### config.mk
export PLATFORM = sky130hd
export DESIGN_NAME = a429_gap_rx
export DESIGN_NICKNAME = d
export VERILOG_FILES = /design/src/rtl/a429_pkg.sv /design/src/rtl/a429_rail_front.sv /design/src/rtl/a429_gap_timer.sv /design/src/rtl/a429_framer.sv /design/src/rtl/a429_word_buf.sv /design/src/rtl/a429_gap_rx.sv
export SDC_FILE = /design/constraint.sdc
export NUM_CORES = 1
export LEC_CHECK = 0
export CAP_MARGIN = 20
export CORE_AREA = 2 2 82 84
export DETAILED_ROUTE_END_ITERATION = 8
export DIE_AREA = 0 0 84 86
export DONT_BUFFER_PORTS = 1
export PLACE_DENSITY = 0.71
export REMOVE_ABC_BUFFERS = 1
export SETUP_SLACK_MARGIN = 0.2
export SLEW_MARGIN = 20
export SYNTH_ARGS = -nofsm -noshare
export SYNTH_HDL_FRONTEND = slang
export SYNTH_SLANG_ARGS = --single-unit
### constraint.sdc
create_clock -name clk -period 2.23 [get_ports clk]
set_input_delay 0.223 -clock clk [delete_from_list [all_inputs] [get_ports clk]]
set_output_delay 0.223 -clock clk [all_outputs]
set_load 0.005 [all_outputs]
### src/rtl/a429_pkg.sv
package a429_pkg;
  localparam int unsigned WORD_BITS_DEF = 32;

  typedef struct packed {
    logic one;
    logic zero;
  } rail_t;

  typedef enum logic [1:0] {
    OVR_PASS = 2'b00,
    OVR_ZERO = 2'b01,
    OVR_ONE  = 2'b10,
    OVR_IDLE = 2'b11
  } ovr_mode_e;
endpackage

### src/rtl/a429_rail_front.sv
module a429_rail_front
  import a429_pkg::*;
#(
  parameter int unsigned SYNC_STAGES = 2
) (
  input  logic clk,
  input  logic rst_n,
  input  logic line_one,
  input  logic line_zero,
  input  logic ovr_one,
  input  logic ovr_zero,
  output logic bit_stb,
  output logic bit_val
);
  localparam int unsigned LAST = SYNC_STAGES - 1;

  ovr_mode_e mode;
  rail_t     eff;

  always_comb begin
    mode = ovr_mode_e'({ovr_one, ovr_zero});
    unique case (mode)
      OVR_PASS: eff = '{one: line_one, zero: line_zero};
      OVR_ZERO: eff = '{one: 1'b0, zero: 1'b1};
      OVR_ONE:  eff = '{one: 1'b1, zero: 1'b0};
      default:  eff = '{one: 1'b0, zero: 1'b0};
    endcase
  end

  logic [SYNC_STAGES-1:0] s_one, s_zero;

  generate
    if (SYNC_STAGES == 1) begin : g_one_stage
      always_ff @(posedge clk or negedge rst_n) begin
        if (!rst_n) begin
          s_one  <= '0;
          s_zero <= '0;
        end else begin
          s_one  <= eff.one;
          s_zero <= eff.zero;
        end
      end
    end else begin : g_chain
      always_ff @(posedge clk or negedge rst_n) begin
        if (!rst_n) begin
          s_one  <= '0;
          s_zero <= '0;
        end else begin
          s_one  <= {s_one[SYNC_STAGES-2:0], eff.one};
          s_zero <= {s_zero[SYNC_STAGES-2:0], eff.zero};
        end
      end
    end
  endgenerate

  logic act, act_q;
  assign act = s_one[LAST] | s_zero[LAST];

  always_ff @(posedge clk or negedge rst_n) begin
    if (!rst_n) act_q <= 1'b0;
    else        act_q <= act;
  end

  assign bit_stb = act & ~act_q;
  assign bit_val = s_one[LAST];
endmodule

### src/rtl/a429_gap_timer.sv
module a429_gap_timer #(
  parameter int unsigned GAP_DIV   = 4,
  parameter int unsigned GAP_TICKS = 17
) (
  input  logic clk,
  input  logic rst_n,
  input  logic act_edge,
  output logic gap_evt
);
  localparam int unsigned IC_W = $clog2(GAP_TICKS + 1);
  localparam logic [IC_W-1:0] IC_TOP = IC_W'(GAP_TICKS);

  logic tick;

  generate
    if (GAP_DIV <= 1) begin : g_no_div
      assign tick = 1'b1;
    end else begin : g_div
      localparam int unsigned PW = $clog2(GAP_DIV);
      localparam logic [PW-1:0] P_TOP = PW'(GAP_DIV - 1);
      logic [PW-1:0] pre;
      always_ff @(posedge clk or negedge rst_n) begin
        if (!rst_n)          pre <= '0;
        else if (pre == P_TOP) pre <= '0;
        else                 pre <= pre + 1'b1;
      end
      assign tick = (pre == P_TOP);
    end
  endgenerate

  logic [IC_W-1:0] ic;
  logic            fired;

  assign gap_evt = (ic == IC_TOP) && !fired;

  always_ff @(posedge clk or negedge rst_n) begin
    if (!rst_n) begin
      ic    <= '0;
      fired <= 1'b0;
    end else if (act_edge) begin
      ic    <= '0;
      fired <= 1'b0;
    end else begin
      if (tick && ic != IC_TOP) ic <= ic + 1'b1;
      if (gap_evt)              fired <= 1'b1;
    end
  end
endmodule

### src/rtl/a429_framer.sv
module a429_framer #(
  parameter int unsigned WORD_BITS = 32
) (
  input  logic                 clk,
  input  logic                 rst_n,
  input  logic                 bit_stb,
  input  logic                 bit_val,
  input  logic                 gap_evt,
  input  logic                 par_en,
  output logic                 load,
  output logic [WORD_BITS-1:0] load_word,
  output logic                 err
);
  localparam int unsigned CNT_W = $clog2(WORD_BITS + 2);
  localparam logic [CNT_W-1:0] FULL = CNT_W'(WORD_BITS);
  localparam logic [CNT_W-1:0] SAT  = CNT_W'(WORD_BITS + 1);

  logic [WORD_BITS-1:0] shreg;
  logic [CNT_W-1:0]     cnt, cnt_base;
  logic                 init;
  logic                 even_par;

  assign even_par = ~^shreg;
  assign load     = gap_evt && !init && (cnt == FULL);

  always_comb begin
    load_word = shreg;
    if (par_en && even_par) load_word[WORD_BITS-1] = 1'b1;
  end

  assign cnt_base = gap_evt ? '0 : cnt;

  always_ff @(posedge clk or negedge rst_n) begin
    if (!rst_n) begin
      shreg <= '0;
      cnt   <= '0;
      init  <= 1'b1;
      err   <= 1'b0;
    end else begin
      if (bit_stb) begin
        shreg <= {bit_val, shreg[WORD_BITS-1:1]};
        cnt   <= (cnt_base == SAT) ? SAT : cnt_base + 1'b1;
      end else begin
        cnt   <= cnt_base;
      end
      if (gap_evt) begin
        if (init)              init <= 1'b0;
        else if (cnt == FULL)  err  <= 1'b0;
        else                   err  <= 1'b1;
      end
    end
  end
endmodule

### src/rtl/a429_word_buf.sv
module a429_word_buf #(
  parameter int unsigned WORD_BITS = 32
) (
  input  logic                 clk,
  input  logic                 rst_n,
  input  logic                 load,
  input  logic [WORD_BITS-1:0] load_word,
  output logic [WORD_BITS-1:0] word_data,
  output logic                 word_valid,
  input  logic                 word_ready
);
  always_ff @(posedge clk or negedge rst_n) begin
    if (!rst_n) begin
      word_data  <= '0;
      word_valid <= 1'b0;
    end else if (load) begin
      word_data  <= load_word;
      word_valid <= 1'b1;
    end else if (word_valid && word_ready) begin
      word_valid <= 1'b0;
    end
  end
endmodule

### src/rtl/a429_gap_rx.sv
module a429_gap_rx
  import a429_pkg::*;
#(
  parameter int unsigned WORD_BITS   = WORD_BITS_DEF,
  parameter int unsigned GAP_DIV     = 4,
  parameter int unsigned GAP_TICKS   = 17,
  parameter int unsigned SYNC_STAGES = 2
) (
  input  logic                 clk,
  input  logic                 rst_n,
  input  logic                 line_one,
  input  logic                 line_zero,
  input  logic                 ovr_one,
  input  logic                 ovr_zero,
  input  logic                 par_en,
  output logic [WORD_BITS-1:0] word_data,
  output logic                 word_valid,
  input  logic                 word_ready,
  output logic                 err
);
  logic                 bit_stb, bit_val, gap_evt, load;
  logic [WORD_BITS-1:0] load_word;

  a429_rail_front #(.SYNC_STAGES(SYNC_STAGES)) u_front (
    .clk(clk), .rst_n(rst_n),
    .line_one(line_one), .line_zero(line_zero),
    .ovr_one(ovr_one), .ovr_zero(ovr_zero),
    .bit_stb(bit_stb), .bit_val(bit_val)
  );

  a429_gap_timer #(.GAP_DIV(GAP_DIV), .GAP_TICKS(GAP_TICKS)) u_gap (
    .clk(clk), .rst_n(rst_n), .act_edge(bit_stb), .gap_evt(gap_evt)
  );

  a429_framer #(.WORD_BITS(WORD_BITS)) u_frm (
    .clk(clk), .rst_n(rst_n),
    .bit_stb(bit_stb), .bit_val(bit_val), .gap_evt(gap_evt),
    .par_en(par_en), .load(load), .load_word(load_word), .err(err)
  );

  a429_word_buf #(.WORD_BITS(WORD_BITS)) u_buf (
    .clk(clk), .rst_n(rst_n), .load(load), .load_word(load_word),
    .word_data(word_data), .word_valid(word_valid), .word_ready(word_ready)
  );
endmodule

==> results.json, run 1 <==
{
  "root_buffer": "clkbuf_8",
  "worst_path_largest_cell_delay_ps": 400,
  "switchingPower_w": 0.00106,
  "synth_cells": 325,
  "syn_to_final_growth_pct": 9.23,
  "place_hpwl_um": 3750,
  "clock_power_share_pct": 31.6,
  "status": "finished with violations",
  "power_w": 0.00382,
  "post-route-min-period_ps": 1830,
  "seqPwrFrac_pct": 48.8,
  "grt_pass1_wl_um": 10300,
  "violations": "negative hold slack",
  "first_pass_iters": 4,
  "rsz0062_at_grt": "no",
  "die_x_um": 84,
  "place.gp.congestion": 0.768,
  "route.detailed.drc": 0,
  "slew_headroom_pct": 75.8,
  "yosys.area.top_type": "dfrtp_1",
  "fillers": 462,
  "dp.cells": 395,
  "antenna_found_initial": 0,
  "grt_pass1_vias": 2278,
  "cp_slowest_cell": "dfrtp_1",
  "p_leak_nw": 2.13,
  "post_cts_resized": 0,
  "synth_edf_count": 0,
  "synth_area_leaders": "dfrtp_1 57%, mux2_4 10%, nand2_1 10%",
  "antennaDiodeCount": 0,
  "rows": 29,
  "timing.fmax_mhz": 548,
  "grt_max_degree": 87,
  "tns_ps": 0,
  "switching_share_pct": 27.7,
  "numCtsBuffers": 9,
  "cts_tree": "done",
  "drt-initial-drc-count": 131,
  "fin_skew_ps": 12.0,
  "hold_violations": 86,
  "crit_arrival_ps": 2050,
  "multi_input_area_sq_um": 1490,
  "setup_viol": 0,
  "cp_data_required_time_ps": 2460,
  "comb_power_share_pct": 19.6,
  "ys_warn_count": 0,
  "cts_buffer_depth": 2,
  "irDropWorstVdd_v": 0.000519,
  "drt_wl_total_um": 6030,
  "synthFlopType": "dfrtp_1",
  "layout_worst_path_cycle_share_pct": 81.8,
  "coreArea_sq_um": 6280,
  "post-cts-setup-buffers": 0,
  "via_per_inst": 5.19,
  "ys_seq_elements": 86,
  "drtAntennaViolNets": 0,
  "place_area_sq_um": 3810,
  "cp-start-kind": "register",
  "cap_violations": 0,
  "clk_pin_slew_ps": 90,
  "mappedNetlistArea_sq_um": 3730,
  "slew_violations": 0,
  "synth.top_cell.area_share_pct": 57.1,
  "instances_no_fill": 415,
  "internal_power_w": 0.00277,
  "async_reset_ff_share_pct": 100,
  "finalNetCount": 345,
  "regArea_sq_um": 2150,
  "hold_buffers": 4,
  "htreeDepth": 3,
  "yosysSeqAreaShare_pct": 57.8,
  "num_vias": 2154,
  "max_slew.worst_pin.slew_ps": 363,
  "drive_gt1_share_pct": 16.0,
  "clk_latency_ps": 350,
  "die_area_sq_um": 7220,
  "dieHeight_um": 86,
  "power_density_nw_per_um2": 940,
  "hp-class": "input port to async pin",
  "path_class": "register to register",
  "cp_cell_sequence": "inv_1, ha_1, nand4_1, nor2_2, nand2_2, buf_4, mux2_1",
  "overflow": 0,
  "track_usage_pct": 18.2,
  "synth_cell_types": 30,
  "start_util_pct": 59.4,
  "cts_sinks": 86,
  "routedWlPerCell_um": 14.5,
  "avgSynthCellArea_sq_um": 11.5,
  "final_cell_area_sq_um": 4070,
  "io_pins": 42,
  "ff2ff_path_depth": 7,
  "crit_path_end_kind": "register",
  "hold_slack_ps": -447,
  "portBuffers": 0,
  "crit_fanout": 15
}
[metrics by stage]
step | utilization, % | worst slack, ps
after floorplan | - | -459
after global placement | 60.6 | 495
after CTS | 64.8 | 385
after global routing | 64.8 | 315
after detailed placement | 60.6 | 426
final | 64.8 | 405
[power by group through the flow]
stage	Sequential [W]	Clock, W	Combinational (W)
6_report	0.00186	0.00121	0.000751
5_1_grt	0.00189	0.00130	0.000836
4_1_cts	0.00186	0.00124	0.000757
3_5_place_dp	0.00189	0	0.000740
3_3_place_gp	0.00189	0	0.000729
2_1_floorplan	0.00185	0	0.000664
[final cells by class]
class                           count  area share (%)
Clock inverter                      5            2.03
Sequential cell                    86            52.9
Timing Repair Buffer                9            2.21
Inverter                            5           0.461
Clock buffer                       11            3.47
Multi-Input combinational cell    222            36.6
Tap cell                           77            2.37
[metal layers]
metal	part of all wire (%)	global-route usage (%)	wire length, um
met2	47	30.0	2850
met4	2.0	8.65	119
met1	47	22.0	2820
met5	0	0	0
met3	4.1	5.49	246
[path summary, 6_finish.rpt]
check                                     end               from  slack [ps]
min in group clk            u_front.s_zero[0]          line_zero          10
setup / recovery           u_buf.word_data[4]        u_gap.ic[1]         400
hold reg to reg             u_front.s_zero[1]  u_front.s_zero[0]         350
max in group asynchronous          u_frm.init              rst_n        2480
setup reg to reg           u_buf.word_data[4]        u_gap.ic[1]         400
hold / removal             u_buf.word_data[8]              rst_n        -450
[cell usage after synthesis, types with 2 or more instances]
cell	instances
xnor2_1	27
clkbuf_1	8
mux2_1	6
dfrtp_1	85
or2_1	2
mux2_4	26
and3_1	2
ha_1	4
nand2_1	102
nor2_2	2
nand3_1	4
a21oi_1	2
nand4_1	5
o21ai_0	4
nor2_1	15
and2_1	2
buf_6	3
inv_1	5
xor2_1	10
[layout by cell type, fill, tap and decap left out, types with 2 or more instances in the layout]
master and n:
a21oi_1 2, and2_1 2, and3_1 2, buf_4 4, bufinv_16 2, clkbuf_8 10
clkinv_4 2, dfrtp_1 85, dlygate4sd3_1 4, ha_1 4, inv_1 5, mux2_1 6
mux2_4 26, nand2_1 102, nand3_1 4, nand4_1 5, nor2_1 15, nor2_2 2
o21ai_0 4, or2_1 2, xnor2_1 27, xor2_1 10
[worst max-delay path, delay by kind of cell, from the launching register on]
kind	cells	cell delay (ps)
AND/OR/NAND/NOR	3	500
multiplexers	1	340
buffers and inverters	2	300
adder cells (fa/ha/maj)	1	160
flip-flops	1	400
[kinds of logic after synthesis]
logic type / count (synthesis) / share of synthesized area (%)
buffers and inverters: 17 / 2.35
muxes: 33 / 12.6
xor gates and xnor gates: 38 / 9.13
and+or+nand+nor: 138 / 15.3
AOI/OAI and AO/OA: 9 / 1.48
DFF: 86 / 57.8
adders and majority gates: 4 / 1.34
[registers in the layout, indices dropped and copies added, names as in the netlist]
register          cells
u_frm.init            1
u_gap.g_div.pre       2
u_buf.word_valid      1
u_buf.word_data      32
u_gap.fired           1
u_front.s_one         2
u_front.s_zero        2
u_gap.ic              5
u_frm.cnt             6
u_frm.shreg          32
u_front.act_q         1
u_frm.err             1
Note: power is estimated with default switching activity, not from simulation.
==> inputs of run 2 (changes only) <==
--- a/config.mk
+++ b/config.mk
@@ -5,10 +5,11 @@
 export SDC_FILE = /design/constraint.sdc
 export NUM_CORES = 1
 export LEC_CHECK = 0
+export ABC_AREA = 1
 export CAP_MARGIN = 20
-export CORE_AREA = 2 2 82 84
+export CORE_AREA = 2 2 87 89
 export DETAILED_ROUTE_END_ITERATION = 8
-export DIE_AREA = 0 0 84 86
+export DIE_AREA = 0 0 89 91
 export DONT_BUFFER_PORTS = 1
 export PLACE_DENSITY = 0.71
 export REMOVE_ABC_BUFFERS = 1
==> constraint.sdc (replaced) <==
create_clock -name clk -period 1.78 [get_ports clk]
set_input_delay 0.178 -clock clk [delete_from_list [all_inputs] [get_ports clk]]
set_output_delay 0.178 -clock clk [all_outputs]
set_load 0.005 [all_outputs]
==> run 2 against run 1 <==
Compared with the run above: the run still ends with negative hold slack left; highest routed layer unchanged; worst hold slack worse by 42 ps; critical path type unchanged; worst setup slack got worse by 240 ps; first-iteration DRC count grew 23%; sequential power up 26%; maximum frequency increased by 13%.
==> results.json, run 2 <==
{
  "seqPwrFrac_pct": 44.7,
  "place.gp.congestion": 0.815,
  "die_area_sq_um": 8100,
  "synth_cell_types": 33,
  "grt_max_degree": 87,
  "cts_tree": "done",
  "switching_share_pct": 33.7,
  "root_buffer": "clkbuf_8",
  "route.detailed.drc": 0,
  "async_reset_ff_share_pct": 100,
  "hp-class": "input port to async pin",
  "drt_wl_total_um": 7930,
  "max_slew.worst_pin.slew_ps": 387,
  "yosysMostFrequentCell": "nand2_1",
  "drive_gt1_share_pct": 27.8,
  "path_class": "register to register",
  "slew_violations": 0,
  "crit_path_end_kind": "register",
  "numCtsBuffers": 9,
  "hold_slack_ps": -489,
  "start_util_pct": 58.9,
  "yosysSeqAreaShare_pct": 51.2,
  "finalNetCount": 555,
  "synth.top_cell.area_share_pct": 50.6,
  "rsz0062_at_grt": "yes",
  "layout_worst_path_cycle_share_pct": 90.9,
  "htreeDepth": 3,
  "mostFrequentLayoutCells": "210 x nand2_1, 82 x dfrtp_1, 43 x inv_2",
  "coreArea_sq_um": 7140,
  "fin_util_pct": 67.1,
  "clk_pin_slew_ps": 80,
  "mappedNetlistArea_sq_um": 4210,
  "avgSynthCellArea_sq_um": 8.12,
  "status": "finished with violations",
  "cts_buffer_depth": 2,
  "cp_slowest_cell": "dfrtp_1",
  "fin_skew_ps": 7.40,
  "track_usage_pct": 21.6,
  "crit_fanout": 5,
  "ys_warn_count": 0,
  "clk_latency_ps": 350,
  "drt-initial-drc-count": 161,
  "slew_headroom_pct": 74.0,
  "cp-start-kind": "register",
  "violations": "negative hold slack",
  "io_pins": 42,
  "grt_pass1_vias": 3215,
  "power_density_nw_per_um2": 1090,
  "cts_sinks": 86,
  "synth_area_leaders": "dfrtp_1 51%, nand2_1 20%, o21ai_0 4.6%",
  "first_pass_iters": 4,
  "antennaDiodeCount": 0,
  "switchingPower_w": 0.00176,
  "num_vias": 3220,
  "cp_data_required_time_ps": 2070,
  "overflow": 0,
  "internal_power_w": 0.00347,
  "rows": 31,
  "p_leak_nw": 2.36,
  "grt_pass1_wl_um": 13900,
  "hold_buffers": 6,
  "synth.top_cells.by_count": "221 x nand2_1, 85 x dfrtp_1, 39 x o21ai_0",
  "antenna_found_initial": 0,
  "setup_viol": 0,
  "clock_power_share_pct": 27.7,
  "routedWlPerCell_um": 12.3,
  "die_x_um": 89,
  "cap_violations": 0,
  "synth_cells": 518,
  "timing.fmax_mhz": 618,
  "place_hpwl_um": 5180,
  "hold_violations": 86,
  "tns_ps": 0,
  "ys_seq_elements": 86,
  "final_common_cell": "nand2_1",
  "crit_arrival_ps": 1910,
  "cp_common_cell": "inv_2",
  "drtAntennaViolNets": 0,
  "via_per_inst": 4.98,
  "synthFlopType": "dfrtp_1",
  "fillers": 588,
  "cp_cell_sequence": "inv_2, ha_4, nand4_4, inv_2, nand2_4, nand2_2, inv_2, buf_4, nor4_4, nand3b_1",
  "post-route-min-period_ps": 1620,
  "synth_edf_count": 0,
  "power_w": 0.00523,
  "comb_power_share_pct": 27.7,
  "syn_to_final_growth_pct": 13.9,
  "largestRegisters": "u_buf.word_data: 32 flops, u_frm.shreg: 32 flops, u_frm.cnt: 6 flops",
  "irDropWorstVdd_v": 0.000662,
  "yosys.area.top_type": "dfrtp_1",
  "dieHeight_um": 91,
  "worst_path_largest_cell_delay_ps": 410,
  "portBuffers": 0
}
[run 2: cell types whose count changed in the layout (fill, tap and decap cells not counted), moves of 14 or more]
cell and delta:
inv_2 +43, nand2_2 +27, mux2_4 -26, o21ai_2 +21, nand2_1 +108, o21ai_0 +34, xnor2_1 -26, buf_4 +14
[run 2: per-stage QoR]
step | cell area [sq um] | instances | setup WS (ps)
5_1_grt | 4790 | 646 | 45.3
3_5_place_dp | 4290 | 610 | -25.0
2_1_floorplan | 4110 | 504 | -443
6_report | 4790 | 646 | 161
3_3_place_gp | 4290 | 610 | 81.2
4_1_cts | 4630 | 637 | 149
[run 2: power by group through the flow]
stage	clock network, W	logic, W	registers (W)
after CTS	0.00149	0.00122	0.00230
after detailed placement	0	0.00115	0.00234
after global placement	0	0.00111	0.00233
after global routing	0.00157	0.00167	0.00236
after floorplan	0	0.000932	0.00230
final	0.00145	0.00145	0.00234
[run 2: per-layer routing]
metal	GRT usage [%]	share of wire (%)	vias to the layer above
met5	0	0	-
met4	9.33	2.4	0
met3	3.73	3.7	18
met2	34.2	48	56
met1	29.0	46	1486
li1	-	-	1660
[run 2: worst paths after layout]
check                           cells past startpoint             start  slack, ps            endpoint
worst max-delay path                               10       u_gap.ic[1]        160        u_frm.cnt[0]
worst min-delay path                                0             rst_n       -490  u_buf.word_data[1]
worst max register to register                     10       u_gap.ic[1]        160        u_frm.cnt[0]
worst min register to register                      0  u_front.s_one[0]        350    u_front.s_one[1]
max in group asynchronous                           0             rst_n       2090          u_frm.init
min in group clk                                    0  u_front.s_one[0]        350    u_front.s_one[1]
[run 2: area by class of cell]
| type | count | area, sq um | area share (%) |
|---|---|---|---|
| sequential | 86 | 2160 | 45.0 |
| multi-input combinational | 358 | 1830 | 38.3 |
| timing repair buffer | 28 | 249 | 5.20 |
| inverter | 60 | 225 | 4.70 |
| clock buffer | 11 | 131 | 2.74 |
| tap | 99 | 124 | 2.58 |
| clock inverter | 4 | 72.6 | 1.51 |
[run 2: timing repair]
item                                    in CTS  in global routing
endpoints found under the setup margin      38                 41
endpoints found under the hold margin       90                 86
gates cloned                                 0                  0
pin swaps                                    5                 18
resized for setup                            8                 40
buffers inserted                             6                  9
[run 2: critical path, delay by kind of cell, from the launching register on]
family,cells,cell delay [ps]
simple gates,5,660
flops,1,410
fa+ha+maj,1,130
buf+inv,4,350
[run 2: kinds of logic after synthesis]
family | Yosys count | share of synthesized area, %
flops | 86 | 51.2
xor+xnor | 2 | 0.416
fa+ha+maj | 4 | 1.19
simple gates | 276 | 28.2
buf+inv | 74 | 7.76
compound gates | 76 | 11.3
==> inputs of run 3 (changes only) <==
--- a/config.mk
+++ b/config.mk
@@ -5,11 +5,10 @@
 export SDC_FILE = /design/constraint.sdc
 export NUM_CORES = 1
 export LEC_CHECK = 0
-export ABC_AREA = 1
 export CAP_MARGIN = 20
-export CORE_AREA = 2 2 87 89
+export CORE_AREA = 2 2 82 84
 export DETAILED_ROUTE_END_ITERATION = 8
-export DIE_AREA = 0 0 89 91
+export DIE_AREA = 0 0 84 86
 export DONT_BUFFER_PORTS = 1
 export PLACE_DENSITY = 0.71
 export REMOVE_ABC_BUFFERS = 1
==> run 3 against run 2 <==
Compared with the run above: the run ends with negative hold slack, negative setup slack left; clock power fell by 9%; clock skew rose by 3.4 ps; global-route usage fell by 2.3 points; maximum frequency fell by 9.5%; sequential share of layout area rose by 5.2 points; cell area fell by 11%; flip-flop and latch count did not move; wire length fell by 17%; combinational power fell by 24%; non-clock buffer count fell by 3; worst setup slack got worse by 170 ps; via count fell by 30%.
==> results.json, run 3 (synthesis gave the netlist of run 1 again) <==
{
  "r2r_slack_ps": -9,
  "dieHeight_um": 86,
  "multi_input_area_sq_um": 1570,
  "route.detailed.drc": 0,
  "clk_pin_slew_ps": 90,
  "crit_fanout": 9,
  "status": "finished with violations",
  "finalNetCount": 361,
  "fin_skew_ps": 10.8,
  "met1_length_um": 3060,
  "slew_headroom_pct": 82.1,
  "routedWlPerCell_um": 15.3,
  "die_area_sq_um": 7220,
  "rsz0062_at_grt": "yes",
  "violations": "negative hold slack, negative setup slack",
  "first_pass_iters": 4,
  "cts_tree": "done",
  "max_slew.worst_pin.slew_ps": 267,
  "hp-class": "input port to async pin",
  "path_class": "register to register",
  "wl_met2_um": 3150,
  "num_vias": 2270,
  "setup_viol": 8,
  "crit_path_end_kind": "register",
  "antennaDiodeCount": 0,
  "irDropWorstVdd_v": 0.000706,
  "hold_slack_ps": -490,
  "root_buffer": "clkbuf_8",
  "cp_cell_sequence": "nor4_2, nand2_1, nor2_2, nand2_4, clkbuf_16, mux2_4",
  "hold_buffers": 6,
  "fillers": 455,
  "power_w": 0.00475,
  "via_per_inst": 5.28,
  "regArea_sq_um": 2150,
  "cts_buffer_depth": 2,
  "timing.fmax_mhz": 559,
  "grt_pass1_vias": 2278,
  "top_layer": "met4",
  "rows": 29,
  "largestRegisters": "u_buf.word_data: 32 flops, u_frm.shreg: 32 flops, u_frm.cnt: 6 flops",
  "io_pins": 42,
  "layout_worst_path_cycle_share_pct": 101,
  "worst_path_largest_cell_delay_ps": 410,
  "numCtsBuffers": 9,
  "cts_sinks": 86,
  "coreArea_sq_um": 6280,
  "hold_violations": 86,
  "grt_pass1_wl_um": 10900,
  "wl_met3_um": 283,
  "overflow": 0,
  "antenna_found_initial": 0,
  "portBuffers": 0,
  "htreeDepth": 3,
  "cp_data_required_time_ps": 2020,
  "post-route-min-period_ps": 1790,
  "drive_gt1_share_pct": 23.2,
  "setup_ws_ps": -9.05,
  "start_util_pct": 59.4,
  "final_common_cell": "nand2_1",
  "cp-start-kind": "register",
  "p_leak_nw": 2.23,
  "slew_violations": 0,
  "clk_latency_ps": 360,
  "power_density_nw_per_um2": 1110,
  "place_hpwl_um": 3800,
  "crit_arrival_ps": 2030,
  "place.gp.congestion": 0.828,
  "drtAntennaViolNets": 0,
  "drt_wl_total_um": 6590,
  "die_x_um": 84,
  "tns_ps": -32.1,
  "drt-initial-drc-count": 146,
  "grt_max_degree": 87,
  "track_usage_pct": 19.3,
  "cap_violations": 0,
  "mostFrequentLayoutCells": "101 x nand2_1, 85 x dfrtp_1, 31 x mux2_4",
  "syn_to_final_growth_pct": 15.0,
  "cp_slowest_cell": "dfrtp_1"
}
[run 3: cell count changes in the layout (fill, tap and decap cells not counted), sizes merged, moves of 3 or more]
cell / previous run / this run
mux2: 0 / 32
xnor2: 1 / 28
inv: 60 / 5
nand2: 241 / 103
o21ai: 70 / 5
buf: 22 / 18
nor3: 3 / 0
xor2: 1 / 10
a21oi: 6 / 2
[run 3: per-stage QoR]
stage	setup slack (ps)	hold WS (ps)	util [%]	std cells	instance area (sq um)
CTS	38.4	-504	66.6	425	4180
finish	-9.05	-490	68.3	430	4290
detailed placement	-18.1	-115	61.0	396	3830
floorplan	-909	-118	-	313	3660
global route	-53.4	-508	68.3	430	4290
global placement	92.9	-115	61.0	396	3830
[run 3: worst paths after layout]
kind                                        start                  end  depth (start not counted)
min in group clk                u_front.s_zero[0]    u_front.s_zero[1]                          0
worst min-delay path                        rst_n  u_buf.word_data[15]                          0
worst max-delay path                 u_frm.cnt[1]  u_buf.word_data[19]                          6
worst min register to register  u_front.s_zero[0]    u_front.s_zero[1]                          0
max in group asynchronous                   rst_n           u_frm.init                          0
worst max register to register       u_frm.cnt[1]  u_buf.word_data[19]                          6
[run 3: report_power, final]
group	leakage (nW)	switching, W	internal (W)
clock	0.0911	0.000682	0.000637
combinational	0.981	0.000492	0.000604
sequential	1.16	0.000209	0.00213
total	2.23	0.00138	0.00337
[run 3: cell type report]
type | instances | share of cell area, %
sequential | 86 | 50.2
multi-input combinational | 222 | 36.5
timing repair buffer | 25 | 6.19
clock buffer | 9 | 2.89
tap | 77 | 2.25
clock inverter | 6 | 1.49
inverter | 5 | 0.438
[run 3: per-layer routing]
metal,track usage [%],vias to the layer above
met4,8.06,0
met1,25.1,1126
li1,-,1092
met5,0,-
met3,6.16,8
met2,30.1,44
[run 3: timing repair]
action | in CTS | in global routing
cloned | 1 | 1
hold endpoints to repair | 90 | 86
setup endpoints to repair | 35 | 37
resized for setup | 10 | 12
setup buffers | 7 | 4
pin swaps | 9 | 11
[run 3: worst max-delay path: cells and delay by family (launching register included)]
family / cells / cell delay [ps]
multiplexers: 1 / 300
AND/OR/NAND/NOR: 4 / 770
flip-flops: 1 / 410
buffers and inverters: 1 / 200
